==> src/rtl/i2cm_pkg.sv <==
package i2cm_pkg;

  typedef enum logic [1:0] {K_ADR1, K_ADR2, K_TX, K_RX} kind_e;

  typedef enum logic [3:0] {
    S_IDLE, S_RST_A, S_STA_A, S_STA_B, S_STA_C, S_HOLD,
    S_BIT_LO, S_BIT_HI, S_STP_A, S_STP_B, S_STP_C
  } st_e;

  localparam logic [7:0] CODE_START  = 8'h08;
  localparam logic [7:0] CODE_RSTART = 8'h10;
  localparam logic [7:0] CODE_ARB    = 8'h38;
  localparam logic [7:0] CODE_NONE   = 8'hF8;

  localparam int CB_ACK  = 2;
  localparam int CB_FLAG = 3;
  localparam int CB_STOP = 4;
  localparam int CB_STA  = 5;
  localparam int CB_EN   = 6;
  localparam int CB_IE   = 7;

  function automatic logic [7:0] byte_code(kind_e k, logic rw, logic ack);
    case (k)
      K_ADR1:  return rw ? (ack ? 8'h40 : 8'h48) : (ack ? 8'h18 : 8'h20);
      K_ADR2:  return rw ? (ack ? 8'hE0 : 8'hE8) : (ack ? 8'hD0 : 8'hD8);
      K_TX:    return ack ? 8'h28 : 8'h30;
      default: return ack ? 8'h50 : 8'h58;
    endcase
  endfunction

endpackage

==> src/rtl/i2cm_regs.sv <==
module i2cm_regs
  import i2cm_pkg::*;
(
  input  logic       clk_i,
  input  logic       rst_ni,
  input  logic       wr_en_i,
  input  logic [1:0] wr_addr_i,
  input  logic [7:0] wr_data_i,
  input  logic       iflg_w1c_i,
  input  logic       evt_i,
  input  logic [7:0] evt_code_i,
  input  logic       rx_vld_i,
  input  logic [7:0] rx_byte_i,
  input  logic       take_i,
  output logic       srst_o,
  output logic       en_o,
  output logic       ack_o,
  output logic       start_o,
  output logic       stop_o,
  output logic       iflg_o,
  output logic [7:0] data_o,
  output logic [7:0] ctrl_o,
  output logic [7:0] status_o,
  output logic       irq_o
);
  logic       ie_q;
  logic [7:0] code_q;
  logic       unused_bits;

  assign unused_bits = ^wr_data_i[1:0];
  assign srst_o = wr_en_i && (wr_addr_i == 2'd3);

  always_ff @(posedge clk_i or negedge rst_ni) begin
    if (!rst_ni) begin
      {en_o, ack_o, start_o, stop_o, iflg_o, ie_q} <= '0;
      data_o <= '0;
      code_q <= CODE_NONE;
    end else if (srst_o) begin
      {en_o, ack_o, start_o, stop_o, iflg_o, ie_q} <= '0;
      code_q <= CODE_NONE;
    end else begin
      if (take_i) begin
        start_o <= 1'b0;
        stop_o  <= 1'b0;
      end
      if (wr_en_i && wr_addr_i == 2'd0) data_o <= wr_data_i;
      if (wr_en_i && wr_addr_i == 2'd1) begin
        ack_o   <= wr_data_i[CB_ACK];
        en_o    <= wr_data_i[CB_EN];
        ie_q    <= wr_data_i[CB_IE];
        start_o <= wr_data_i[CB_STA] & wr_data_i[CB_EN];
        stop_o  <= wr_data_i[CB_STOP];
        if (wr_data_i[CB_FLAG] == iflg_w1c_i) iflg_o <= 1'b0;
      end
      // a bus event outranks a racing clear
      if (evt_i) begin
        iflg_o <= 1'b1;
        code_q <= evt_code_i;
      end
      if (rx_vld_i) data_o <= rx_byte_i;
    end
  end

  assign ctrl_o   = {ie_q, en_o, start_o, stop_o, iflg_o, ack_o, 2'b00};
  assign status_o = iflg_o ? code_q : CODE_NONE;
  assign irq_o    = iflg_o & ie_q;

endmodule

==> src/rtl/i2cm_seq.sv <==
module i2cm_seq
  import i2cm_pkg::*;
#(
  parameter int CLK_DIV = 4
) (
  input  logic       clk_i,
  input  logic       rst_ni,
  input  logic       srst_i,
  input  logic       en_i,
  input  logic       ack_i,
  input  logic       start_i,
  input  logic       stop_i,
  input  logic       iflg_i,
  input  logic [7:0] data_i,
  output logic       take_o,
  output logic       evt_o,
  output logic [7:0] evt_code_o,
  output logic       rx_vld_o,
  output logic [7:0] rx_byte_o,
  output logic       scl_oe_o,
  output logic       sda_oe_o,
  input  logic       scl_i,
  input  logic       sda_i
);
  localparam int CW = $clog2(CLK_DIV) + 1;
  localparam logic [CW-1:0] LAST = CW'(CLK_DIV - 1);

  st_e           st, st_n;
  kind_e         kind, kind_n;
  logic [CW-1:0] cnt, cnt_n;
  logic [3:0]    bitn, bit_n;
  logic [7:0]    sh, sh_n;
  logic          rw, rw_n, ten, ten_n, ackq, ackq_n, rs, rs_n;
  logic          tick, ackbit;

  always_comb begin
    st_n = st; kind_n = kind; bit_n = bitn; sh_n = sh;
    rw_n = rw; ten_n = ten; ackq_n = ackq; rs_n = rs;
    take_o = 1'b0; evt_o = 1'b0; evt_code_o = CODE_NONE; rx_vld_o = 1'b0;
    ackbit = 1'b0;
    tick  = (cnt == LAST);
    cnt_n = (st == S_BIT_HI && !scl_i) ? cnt : cnt + 1'b1;
    case (st)
      S_IDLE: begin
        if (!iflg_i && stop_i) take_o = 1'b1;
        else if (!iflg_i && start_i && en_i) begin
          take_o = 1'b1; rs_n = 1'b0; st_n = S_STA_A;
        end
      end
      S_HOLD: begin
        if (!iflg_i) begin
          if (stop_i) begin
            take_o = 1'b1; st_n = S_STP_A;
          end else if (start_i) begin
            take_o = 1'b1; rs_n = 1'b1; st_n = S_RST_A;
          end else begin
            st_n = S_BIT_LO; bit_n = '0; sh_n = data_i; ackq_n = ack_i;
            if (kind == K_ADR1) begin
              rw_n  = data_i[0];
              ten_n = (data_i[7:3] == 5'b11110);
            end
          end
        end
      end
      S_RST_A: if (tick) st_n = S_STA_A;
      S_STA_A: if (tick) st_n = S_STA_B;
      S_STA_B: if (tick) st_n = S_STA_C;
      S_STA_C: if (tick) begin
        st_n = S_HOLD; kind_n = K_ADR1;
        evt_o = 1'b1; evt_code_o = rs ? CODE_RSTART : CODE_START;
      end
      S_BIT_LO: if (tick) st_n = S_BIT_HI;
      S_BIT_HI: if (tick) begin
        if (bitn == 4'd8) begin
          ackbit     = (kind == K_RX) ? ackq : !sda_i;
          evt_o      = 1'b1;
          evt_code_o = byte_code(kind, rw, ackbit);
          rx_vld_o   = (kind == K_RX);
          st_n       = S_HOLD;
          case (kind)
            K_ADR1:  kind_n = ten ? K_ADR2 : (rw ? K_RX : K_TX);
            K_ADR2:  kind_n = rw ? K_RX : K_TX;
            default: kind_n = kind;
          endcase
        end else if (kind != K_RX && sh[7] && !sda_i) begin
          evt_o = 1'b1; evt_code_o = CODE_ARB; st_n = S_IDLE;
        end else begin
          sh_n = {sh[6:0], sda_i}; bit_n = bitn + 4'd1; st_n = S_BIT_LO;
        end
      end
      S_STP_A: if (tick) st_n = S_STP_B;
      S_STP_B: if (tick) st_n = S_STP_C;
      S_STP_C: if (tick) st_n = S_IDLE;
      default: st_n = S_IDLE;
    endcase
    if (st_n != st || st == S_IDLE || st == S_HOLD) cnt_n = '0;
  end

  always_ff @(posedge clk_i or negedge rst_ni) begin
    if (!rst_ni) begin
      st <= S_IDLE; kind <= K_ADR1; cnt <= '0; bitn <= '0; sh <= '0;
      {rw, ten, ackq, rs} <= '0;
    end else if (srst_i) begin
      st <= S_IDLE; kind <= K_ADR1; cnt <= '0; bitn <= '0;
    end else begin
      st <= st_n; kind <= kind_n; cnt <= cnt_n; bitn <= bit_n; sh <= sh_n;
      rw <= rw_n; ten <= ten_n; ackq <= ackq_n; rs <= rs_n;
    end
  end

  assign rx_byte_o = sh;

  always_comb begin
    scl_oe_o = 1'b0;
    sda_oe_o = 1'b0;
    case (st)
      S_STA_B: sda_oe_o = 1'b1;
      S_STA_C: begin scl_oe_o = 1'b1; sda_oe_o = 1'b1; end
      S_HOLD, S_RST_A: scl_oe_o = 1'b1;
      S_STP_A: begin scl_oe_o = 1'b1; sda_oe_o = 1'b1; end
      S_STP_B: sda_oe_o = 1'b1;
      S_BIT_LO, S_BIT_HI: begin
        scl_oe_o = (st == S_BIT_LO);
        if (kind == K_RX) sda_oe_o = (bitn == 4'd8) && ackq;
        else              sda_oe_o = (bitn != 4'd8) && !sh[7];
      end
      default: ;
    endcase
  end

endmodule

==> src/rtl/i2cm_engine.sv <==
module i2cm_engine #(
  parameter int CLK_DIV = 4
) (
  input  logic       clk_i,
  input  logic       rst_ni,
  input  logic       iflg_w1c_i,
  input  logic       wr_en_i,
  input  logic [1:0] wr_addr_i,
  input  logic [7:0] wr_data_i,
  output logic [7:0] data_o,
  output logic [7:0] ctrl_o,
  output logic [7:0] status_o,
  output logic       irq_o,
  output logic       scl_oe_o,
  input  logic       scl_i,
  output logic       sda_oe_o,
  input  logic       sda_i
);
  logic       srst, en, ack, start, stop, iflg, take, evt, rx_vld;
  logic [7:0] evt_code, rx_byte;

  i2cm_regs u_regs (
    .clk_i, .rst_ni, .wr_en_i, .wr_addr_i, .wr_data_i, .iflg_w1c_i,
    .evt_i(evt), .evt_code_i(evt_code), .rx_vld_i(rx_vld), .rx_byte_i(rx_byte),
    .take_i(take), .srst_o(srst), .en_o(en), .ack_o(ack), .start_o(start),
    .stop_o(stop), .iflg_o(iflg), .data_o, .ctrl_o, .status_o, .irq_o
  );

  i2cm_seq #(.CLK_DIV(CLK_DIV)) u_seq (
    .clk_i, .rst_ni, .srst_i(srst), .en_i(en), .ack_i(ack), .start_i(start),
    .stop_i(stop), .iflg_i(iflg), .data_i(data_o), .take_o(take), .evt_o(evt),
    .evt_code_o(evt_code), .rx_vld_o(rx_vld), .rx_byte_o(rx_byte),
    .scl_oe_o, .sda_oe_o, .scl_i, .sda_i
  );

endmodule

==> config.mk <==
export PLATFORM = sky130hd
export DESIGN_NAME = i2cm_engine
export DESIGN_NICKNAME = d
export VERILOG_FILES = /design/src/rtl/i2cm_pkg.sv /design/src/rtl/i2cm_regs.sv /design/src/rtl/i2cm_seq.sv /design/src/rtl/i2cm_engine.sv
export SDC_FILE = /design/constraint.sdc
export NUM_CORES = 1
export LEC_CHECK = 0
export CORE_UTILIZATION = 40
export CTS_BUF_LIST = sky130_fd_sc_hd__clkbuf_4
export CTS_CLUSTER_DIAMETER = 30
export DETAILED_ROUTE_END_ITERATION = 7
export PLACE_DENSITY = 0.6
export SYNTH_ARGS = -nofsm -noshare
export SYNTH_HDL_FRONTEND = slang
export SYNTH_SLANG_ARGS = --single-unit
==> constraint.sdc <==
create_clock -name clk_i -period 2.3 [get_ports clk_i]
set_input_delay 0.46 -clock clk_i [delete_from_list [all_inputs] [get_ports clk_i]]
set_output_delay 0.46 -clock clk_i [all_outputs]
set_load 0.02 [all_outputs]
Word-level counts from Yosys, hierarchy flattened
Cells that the tools add are included.
{ "word_totals": {"reg_bits": 47, "input_bits": 16, "out_inout_bits": 27, "word_cells": 210} }
{ "op_classes": {"n_addsub": 2, "eq_ne": 41, "n_mux": 103, "bitwise_logic": 6, "n_reduce_logical": 41} }
{ "ops": {"columns": ["cell", "n"], "rows": [
  ["$mux 8", 17],
  ["$mux 4", 26],
  ["$pmux 4 s11", 1],
  ["$mux 1", 35],
  ["$pmux 8 s2", 2],
  ["$pmux 8 s3", 1],
  ["$ne 3x3->1 const B", 7],
  ["$eq 4x3->1 const B", 4],
  ["$eq 4x4->1 const B", 4],
  ["$ne 2x2->1 const B", 8],
  ["$mux 3", 5],
  ["$reduce_bool 3->1", 5],
  ["$reduce_and 7->1", 2],
  ["$logic_and 1x1->1", 11],
  ["$mux 2", 5],
  ["$mux 5", 2],
  ["$pmux 1 s2", 5],
  ["$reduce_and 5->1", 2],
  ["$reduce_bool 2->1", 5],
  ["$eq 4x2->1 const B", 2],
  ["$ne 4x4->1 const B", 2],
  ["$pmux 2 s2", 2],
  ["$pmux 4 s2", 1],
  ["$reduce_and 8->1", 1],
  ["other kinds (22)", 38]
]} }

Depth between registers and ports, before layout
Gate-level depths: netlist (run 1).
{ "logic_depth": {"word_depth": 12, "depth_mapped": 10, "mapped_depth_nobuf": 9} }

Cells and area by module
From an unflattened synthesis (run 1), not the netlist that was laid out.
{ "unflattened": {"cells_unflattened": 362, "area_unflattened_um2": 3176.8} }
{ "by_module_without_submodules": {"columns": ["mod", "instances", "cells_each", "area_per_inst_um2", "seq_area_each_um2"], "rows": [
  ["i2cm_seq", 1, 245, 1919.3, 625.6],
  ["i2cm_regs", 1, 117, 1257.5, 556.8]
]} }

Worst setup path after synthesis (run 1)
Ideal clock, no wire load.
{ "synth_path": {"kind": "reg-to-output", "from": "reg u_seq.bitn[0]", "to": "out sda_oe_o", "t_arrival_ps": 1689, "required_ps": 1840, "setup_slack_ps": 151, "stages_incl_launch_ff": 8, "n_path_buf": 0, "path_cell_list": "dfrtp_1 inv_1 ha_1 nand3b_1 mux2i_1 a21oi_1 a21oi_1 o21ai_0"} }
{ "synth_between": {"elab_chain_cells": 4, "word_cells_on_any_way": 6, "cone_classes": "eq/ne: 2; mux: 2; reduce/logical: 2"} }
{ "synth_lines": {"columns": ["element", "line_no", "text"], "rows": [
  ["from (decl)", "i2cm_seq.sv:31", "logic [3:0] bitn, bit_n;"],
  ["from (signal assigned)", "i2cm_seq.sv:106", "st <= st_n; kind <= kind_n; cnt <= cnt_n; bitn <= bit_n; sh <= sh_n;"],
  ["$ne 4x4->1 or $eq 4x4->1 (tied branches)", "i2cm_seq.sv:125, i2cm_seq.sv:124", null],
  ["$logic_and 1x1->1 (on tied branches)", "i2cm_seq.sv:125, i2cm_seq.sv:124", null],
  ["$mux 1 (*)", "i2cm_seq.sv:124", "if (kind == K_RX) sda_oe_o = (bitn == 4'd8) && ackq;"],
  ["$pmux 1 s2 (*)", "i2cm_seq.sv:116", "case (st)"],
  ["to (decl)", "i2cm_engine.sv:16", "output logic sda_oe_o,"]
]} }
Mark *: on every way between the ends. The rest lies on a longest branch, timed or not.

Worst setup path in the final report (run 1)
{ "layout_path": {"from": "reg u_seq.bitn[1]", "to": "out sda_oe_o"} }
The elaborated chain is that of the path after synthesis.

==> results of run 1 <==
==> state kept, by name (all words and copies together) (netlist names), 2 cells and up <==
register	flops
u_seq.st	4
u_seq.bitn	4
u_seq.cnt	3
u_seq.kind	2
u_seq.rx_byte_o	8
u_regs.code_q	5
u_regs.data_o	8
==> per-layer routing <==
| layer | wire, µm | vias to the layer above | part of all wire [%] | GRT usage, % |
|---|---|---|---|---|
| met2 | 3680 | 66 | 49 | 36.4 |
| met4 | 50 | 0 | 0.66 | 6.36 |
| met5 | 0 | - | 0 | 0 |
| met1 | 3490 | 1233 | 46 | 29.2 |
| met3 | 327 | 5 | 4.3 | 3.43 |
| li1 | - | 1263 | - | - |
==> final cells by class <==
class | instances | area (µm²) | share of cell area, %
inverters | 10 | 37.5 | 1.05
repair buffers | 77 | 659 | 18.4
flip-flops and latches | 44 | 1110 | 31.0
clock buffers | 5 | 37.5 | 1.05
multi-input cells | 241 | 1570 | 43.9
clock inverters | 3 | 42.5 | 1.19
well taps | 96 | 120 | 3.36
==> synth_stat cells, drive strengths merged (2+ instances only) <==
| master | instances | area share, % |
|---|---|---|
| dfstp | 5 | 4.6 |
| o211ai | 4 | 1.4 |
| nand4bb | 2 | 1.4 |
| clkbuf | 11 | 1.4 |
| and3 | 3 | 0.66 |
| nor2b | 5 | 1.1 |
| o31a | 2 | 0.61 |
| nor4 | 3 | 0.88 |
| a32o | 2 | 0.70 |
| a32oi | 2 | 0.61 |
| o21ai | 29 | 5.1 |
| nor2 | 38 | 5.1 |
| and2 | 2 | 0.44 |
| a31oi | 4 | 0.88 |
| buf | 19 | 4.7 |
| nand2 | 28 | 3.7 |
| nand2b | 8 | 1.8 |
| or3 | 2 | 0.61 |
| a22oi | 2 | 0.53 |
| o21a | 4 | 1.1 |
| o211a | 2 | 0.70 |
| dfrtp | 39 | 34 |
| nor3b | 3 | 0.79 |
| ha | 6 | 2.6 |
| inv | 10 | 1.3 |
| mux2 | 4 | 1.8 |
| nand4 | 2 | 0.44 |
| a21oi | 17 | 3.0 |
| mux2i | 15 | 5.3 |
| o22ai | 10 | 2.2 |
| and3b | 2 | 0.61 |
| nor3 | 4 | 1.1 |
| and4b | 2 | 0.70 |
| nand3 | 9 | 1.8 |
==> final timing paths <==
kind                               endpoint  cells past startpoint  slack (ns)          start
min                        u_regs.data_o[3]                      1        0.01         rst_ni
max in group asynchronous  u_regs.code_q[6]                      2        1.66         rst_ni
max reg2reg                    u_seq.cnt[2]                      6        0.19    u_seq.st[1]
min in group clk_i              u_regs.ie_q                      2        0.52    u_regs.ie_q
max                                sda_oe_o                      8        0.03  u_seq.bitn[1]
min reg2reg                     u_regs.ie_q                      2        0.52    u_regs.ie_q
==> power groups by stage <==
stage	clock (mW)	combinational [mW]	sequential, mW
2_1_floorplan	0	0.743	1.08
3_3_place_gp	0	1.13	1.07
3_5_place_dp	0	1.15	1.08
4_1_cts	0.520	1.14	1.07
5_1_grt	0.547	1.26	1.09
6_report	0.504	1.14	1.07
==> cell families (layout without fill, tap and decap cells) <==
kind of cell | Yosys count | count (layout) | share of synthesized area, %
buf+inv | 40 | 95 | 7.44
flops | 44 | 44 | 38.7
compound gates | 91 | 91 | 20.9
mux | 19 | 19 | 7.09
simple gates | 118 | 118 | 22.5
fa+ha+maj | 6 | 6 | 2.63
xor+xnor | 2 | 2 | 0.613
other cells | 1 | 5 | 0.131
==> stage by stage <==
stage                     util [%]  setup TNS, ns
after floorplan                  -              0
after global routing          52.4         -0.119
final                         52.4              0
after CTS                     52.1        -0.0367
after detailed placement      50.9        -0.0494
after global placement        50.9        -0.0156
==> timing repair <==
action	in CTS	in global routing
resized for setup	9	5
pin swaps	1	3
endpoints found under the setup margin	2	2
buffers inserted	1	0
==> results.ini, run 1 <==
[place]
hpwlAfterDp_mm = 5.69
io_buffers = 37
placed_cells = 467
routabilityCongestion = 0.852
placed_area_um2 = 3480
dpl_worst_slack_ns = -0.0494

[route]
drt-wirelength-per-cell_um = 15.9
viasPerCell = 5.39
dr.pass1.iters = 5
finalWirelength_mm = 7.55
via_count = 2567
first_iter_violations = 173
drc = 0
ant_nets = 0

[setup_path]
end_kind = output pin
path_delay_family = flip-flops
cp_num_buf_inv = 2
required_ns = 1.84
worstSetupPathType = flip-flop to output pin
max_stage_delay_ns = 0.41
cp_max_fo = 2
path_common_cell = a21oi_1
path_cells = inv_2 > ha_4 > nand3b_1 > mux2i_2 > a21oi_1 > a21oi_1 > o21ai_1 > buf_2
critPathSlowestCell = dfrtp_1
worstPathArrival_ns = 1.81
cp-start-kind = flip-flop

[yosys]
synth-seq-cells = 44
yosysUniqueCellTypes = 69
synth_area_per_cell_um2 = 8.91
netlist_instances = 321
synth_edf_count = 0
synthesis.area_um2 = 2860
ys_async_sr_fraction_pct = 100
yosysWarnings = 0
synthFlopType = dfrtp_1
seq_area_frac_synth_pct = 38.7

[cells_and_area]
fillCellCount = 675
areaGrowthSynthToFinish_pct = 25.1
fin_nets = 401
final_cell_mix = buf_4 (40), nor2_1 (37), dfrtp_1 (37)
final_area_um2 = 3580
fin_cells = 476
mostFrequentLayoutCell = buf_4
drive_above_1_share_pct = 20.3
diodes = 0

[sta]
fin_crit_sh_pct = 98.8
rsz0062_at_grt = yes
relSlewSlack_pct = 60.1
hold_ws_ns = 0.00987
slew_viol_final = 0
hold_viol = 0
fin_ws_ns = 0.0281
min_period_ns = 2.27
tightest_slew_ns = 0.597
final-setup-viol-count = 0
finClkSkew_ns = 0.0143
fmaxAchievable_mhz = 440

[clocking]
clkLatencyLatePin_ns = 0.37
cts_buffers = 5
cts.sinks = 44
cts_tree = done
clk_path_buf_depth = 2
cts-root-buf = clkbuf_4
cts_hold_buffers = 0
path_clk_slew_ns = 0.15
cts_max_level = 2

[floorplanning]
die_area_um2 = 7490
io_pins = 43
rows = 30
core_um2 = 6830
start_util_pct = 41.8
die_w_um = 86.5
die_h_um = 86.5

[pwr]
pwr-share-clk_pct = 18.5
fin_total_pwr_mw = 2.71
power.net_switching_mw = 1.04
seqPwrFrac_pct = 39.4
p_sw_share_pct = 38.2
p_per_area_nw_per_um2 = 759
pwr-share-comb_pct = 42.1
max-vdd-ir-drop_v = 0.000376
p_leak_nw = 1.54
p_int_mw = 1.68

[grt]
grt_first_pass_wirelength_mm = 12.6
grt_usage_pct = 21.8
grt.overflow.total = 0
grt_pass1_vias = 2519
antenna_found_initial = 0
grt_max_degree = 21

[min_path]
min_path_type = input pin to asynchronous set/reset pin

[flow_run]
cap_violations = 0

[run_status]
status = finished, final reports clean

Power figures use the tool's default switching activity.
==> run 2: changes to the inputs <==
--- a/config.mk
+++ b/config.mk
@@ -5,11 +5,13 @@
 export SDC_FILE = /design/constraint.sdc
 export NUM_CORES = 1
 export LEC_CHECK = 0
+export CORE_ASPECT_RATIO = 0.8
 export CORE_UTILIZATION = 40
 export CTS_BUF_LIST = sky130_fd_sc_hd__clkbuf_4
 export CTS_CLUSTER_DIAMETER = 30
 export DETAILED_ROUTE_END_ITERATION = 7
 export PLACE_DENSITY = 0.6
+export SLEW_MARGIN = 5
 export SYNTH_ARGS = -nofsm -noshare
 export SYNTH_HDL_FRONTEND = slang
 export SYNTH_SLANG_ARGS = --single-unit
==> run 2 against run 1 <==
Effect of this change: register-to-register slack barely moved; setup slack got worse by 0.012 ns; core utilization fell by 0.47 points; cell count fell by 1.9%; clock power rose by 7.3%; wire length rose by 4.1%; cell area barely moved; non-clock buffer count did not move; sequential share of layout area barely moved; highest routed layer unchanged; count of clock-buffer cells in the layout did not move.
==> results.ini, run 2 (synthesized netlist as in run 1, its figures left out) <==
[run_status]
status = finished, final reports clean

[sta]
rsz0062_at_grt = yes
final-setup-viol-count = 0
fin_ws_ns = 0.0166
tightest_slew_ns = 0.588
hold_ws_ns = 0.0603
min_period_ns = 2.28
slew_viol_final = 0
fmaxAchievable_mhz = 438
hold_viol = 0
finClkSkew_ns = 0.0127
fin_crit_sh_pct = 99.3
relSlewSlack_pct = 60.8

[pwr]
fin_total_pwr_mw = 2.78
power.net_switching_mw = 1.08
p_leak_nw = 1.54
p_per_area_nw_per_um2 = 777
seqPwrFrac_pct = 38.6
pwr-share-comb_pct = 41.9
pwr-share-clk_pct = 19.5
max-vdd-ir-drop_v = 0.000281
p_int_mw = 1.70
p_sw_share_pct = 38.9

[route]
dr.pass1.iters = 4
viasPerCell = 5.67
ant_nets = 0
drt-wirelength-per-cell_um = 16.8
finalWirelength_mm = 7.86
first_iter_violations = 219
via_count = 2649
drc = 0

[place]
placed_cells = 454
routabilityCongestion = 0.860
dpl_worst_slack_ns = -0.102
io_buffers = 37
hpwlAfterDp_mm = 5.89

[cells_and_area]
fin_nets = 401
areaGrowthSynthToFinish_pct = 25.1
diodes = 0
mostFrequentLayoutCell = buf_4
drive_above_1_share_pct = 20.5
utilization_pct = 51.9
fin_cells = 467
final_cell_mix = buf_4 (41), nor2_1 (37), dfrtp_1 (37)
fillCellCount = 673

[setup_path]
r2r_slack_ns = 0.18
cp-start-kind = flip-flop
reg2reg_from = u_seq.st[3]
worstPathArrival_ns = 1.82
worstSetupPathType = flip-flop to output pin
end_kind = output pin
reg2regPathDepth = 7
required_ns = 1.84
r2r_end = u_seq.bitn[3]
cp_max_fo = 2

[grt]
grt_pass1_vias = 2568
grt_max_degree = 26
grt_first_pass_wirelength_mm = 13.0
grt.overflow.total = 0
antenna_found_initial = 0
grt_usage_pct = 22.5

[floorplanning]
core_um2 = 6890
start_util_pct = 41.5
rows = 27
die_h_um = 77.6
die_w_um = 96.5
io_pins = 43
die_area_um2 = 7490

[flow_run]
cap_violations = 0

[clocking]
cts_max_level = 2
cts_buffers = 5
cts-root-buf = clkbuf_4
clk_path_buf_depth = 2
clkLatencyLatePin_ns = 0.37
path_clk_slew_ns = 0.15
cts_tree = done
cts.sinks = 44

[min_path]
min_path_type = input pin to asynchronous set/reset pin

## run 2: metal layers
metal / track usage (%) / vias up / wire length [µm]
li1: - / 1263 / -
met1: 34.9 / 1282 / 4020
met2: 33.3 / 100 / 3380
met3: 3.63 / 4 / 424
met4: 3.38 / 0 / 43
met5: 0 / - / 0
## run 2: how the worst max path moves through the flow
| stage | start | end | slack [ns] | depth (start not counted) |
|---|---|---|---|---|
| after global placement | u_seq.bitn[0] | sda_oe_o | -0.03 | 8 |
| after CTS | u_seq.bitn[1] | sda_oe_o | -0.01 | 8 |
| after detailed placement | u_seq.bitn[0] | sda_oe_o | -0.10 | 8 |
| after floorplan | u_seq.bitn[0] | sda_oe_o | 0.15 | 7 |
| final | u_seq.bitn[1] | sda_oe_o | 0.02 | 8 |
| after global routing | u_seq.bitn[1] | sda_oe_o | -0.09 | 8 |
## run 2: repair_timing
action                                  4_1_cts  5_1_grt
buffers inserted                              3        2
endpoints found under the setup margin        3        1
resized for setup                            15        0
pin swaps                                     2        1
hold buffers                                  0        0
## run 2: layout make-up
type | count | area [µm²] | area share [%]
clock inverter | 3 | 50.0 | 1.40
clock buffer | 5 | 37.5 | 1.05
timing repair buffer | 77 | 662 | 18.5
inverter | 10 | 37.5 | 1.05
sequential | 44 | 1110 | 31.0
tap | 87 | 109 | 3.04
multi-input combinational | 241 | 1570 | 43.9
## run 2: power groups by stage
stage               Clock (mW)  Sequential, mW  Combinational (mW)
finish                   0.541            1.07                1.16
global route             0.588            1.09                1.29
CTS                      0.552            1.07                1.16
detailed placement           0            1.09                1.15
global placement             0            1.08                1.13
floorplan                    0            1.08               0.743
## run 2: worst max-delay path, cell delays in order, from the launching register on
cell and delay (ns):
dfrtp_1 0.40, inv_2 0.06, ha_4 0.15, nand3b_1 0.13, mux2i_2 0.27, a21oi_1 0.09
a21oi_1 0.12, o21ai_1 0.07, buf_4 0.16
## run 2: stage by stage
step                TNS, ns  cell area (µm²)
global placement    -0.0324             3440
CTS                 -0.0141             3560
floorplan                 0             2870
global route        -0.0937             3580
detailed placement   -0.102             3440
finish                    0             3580
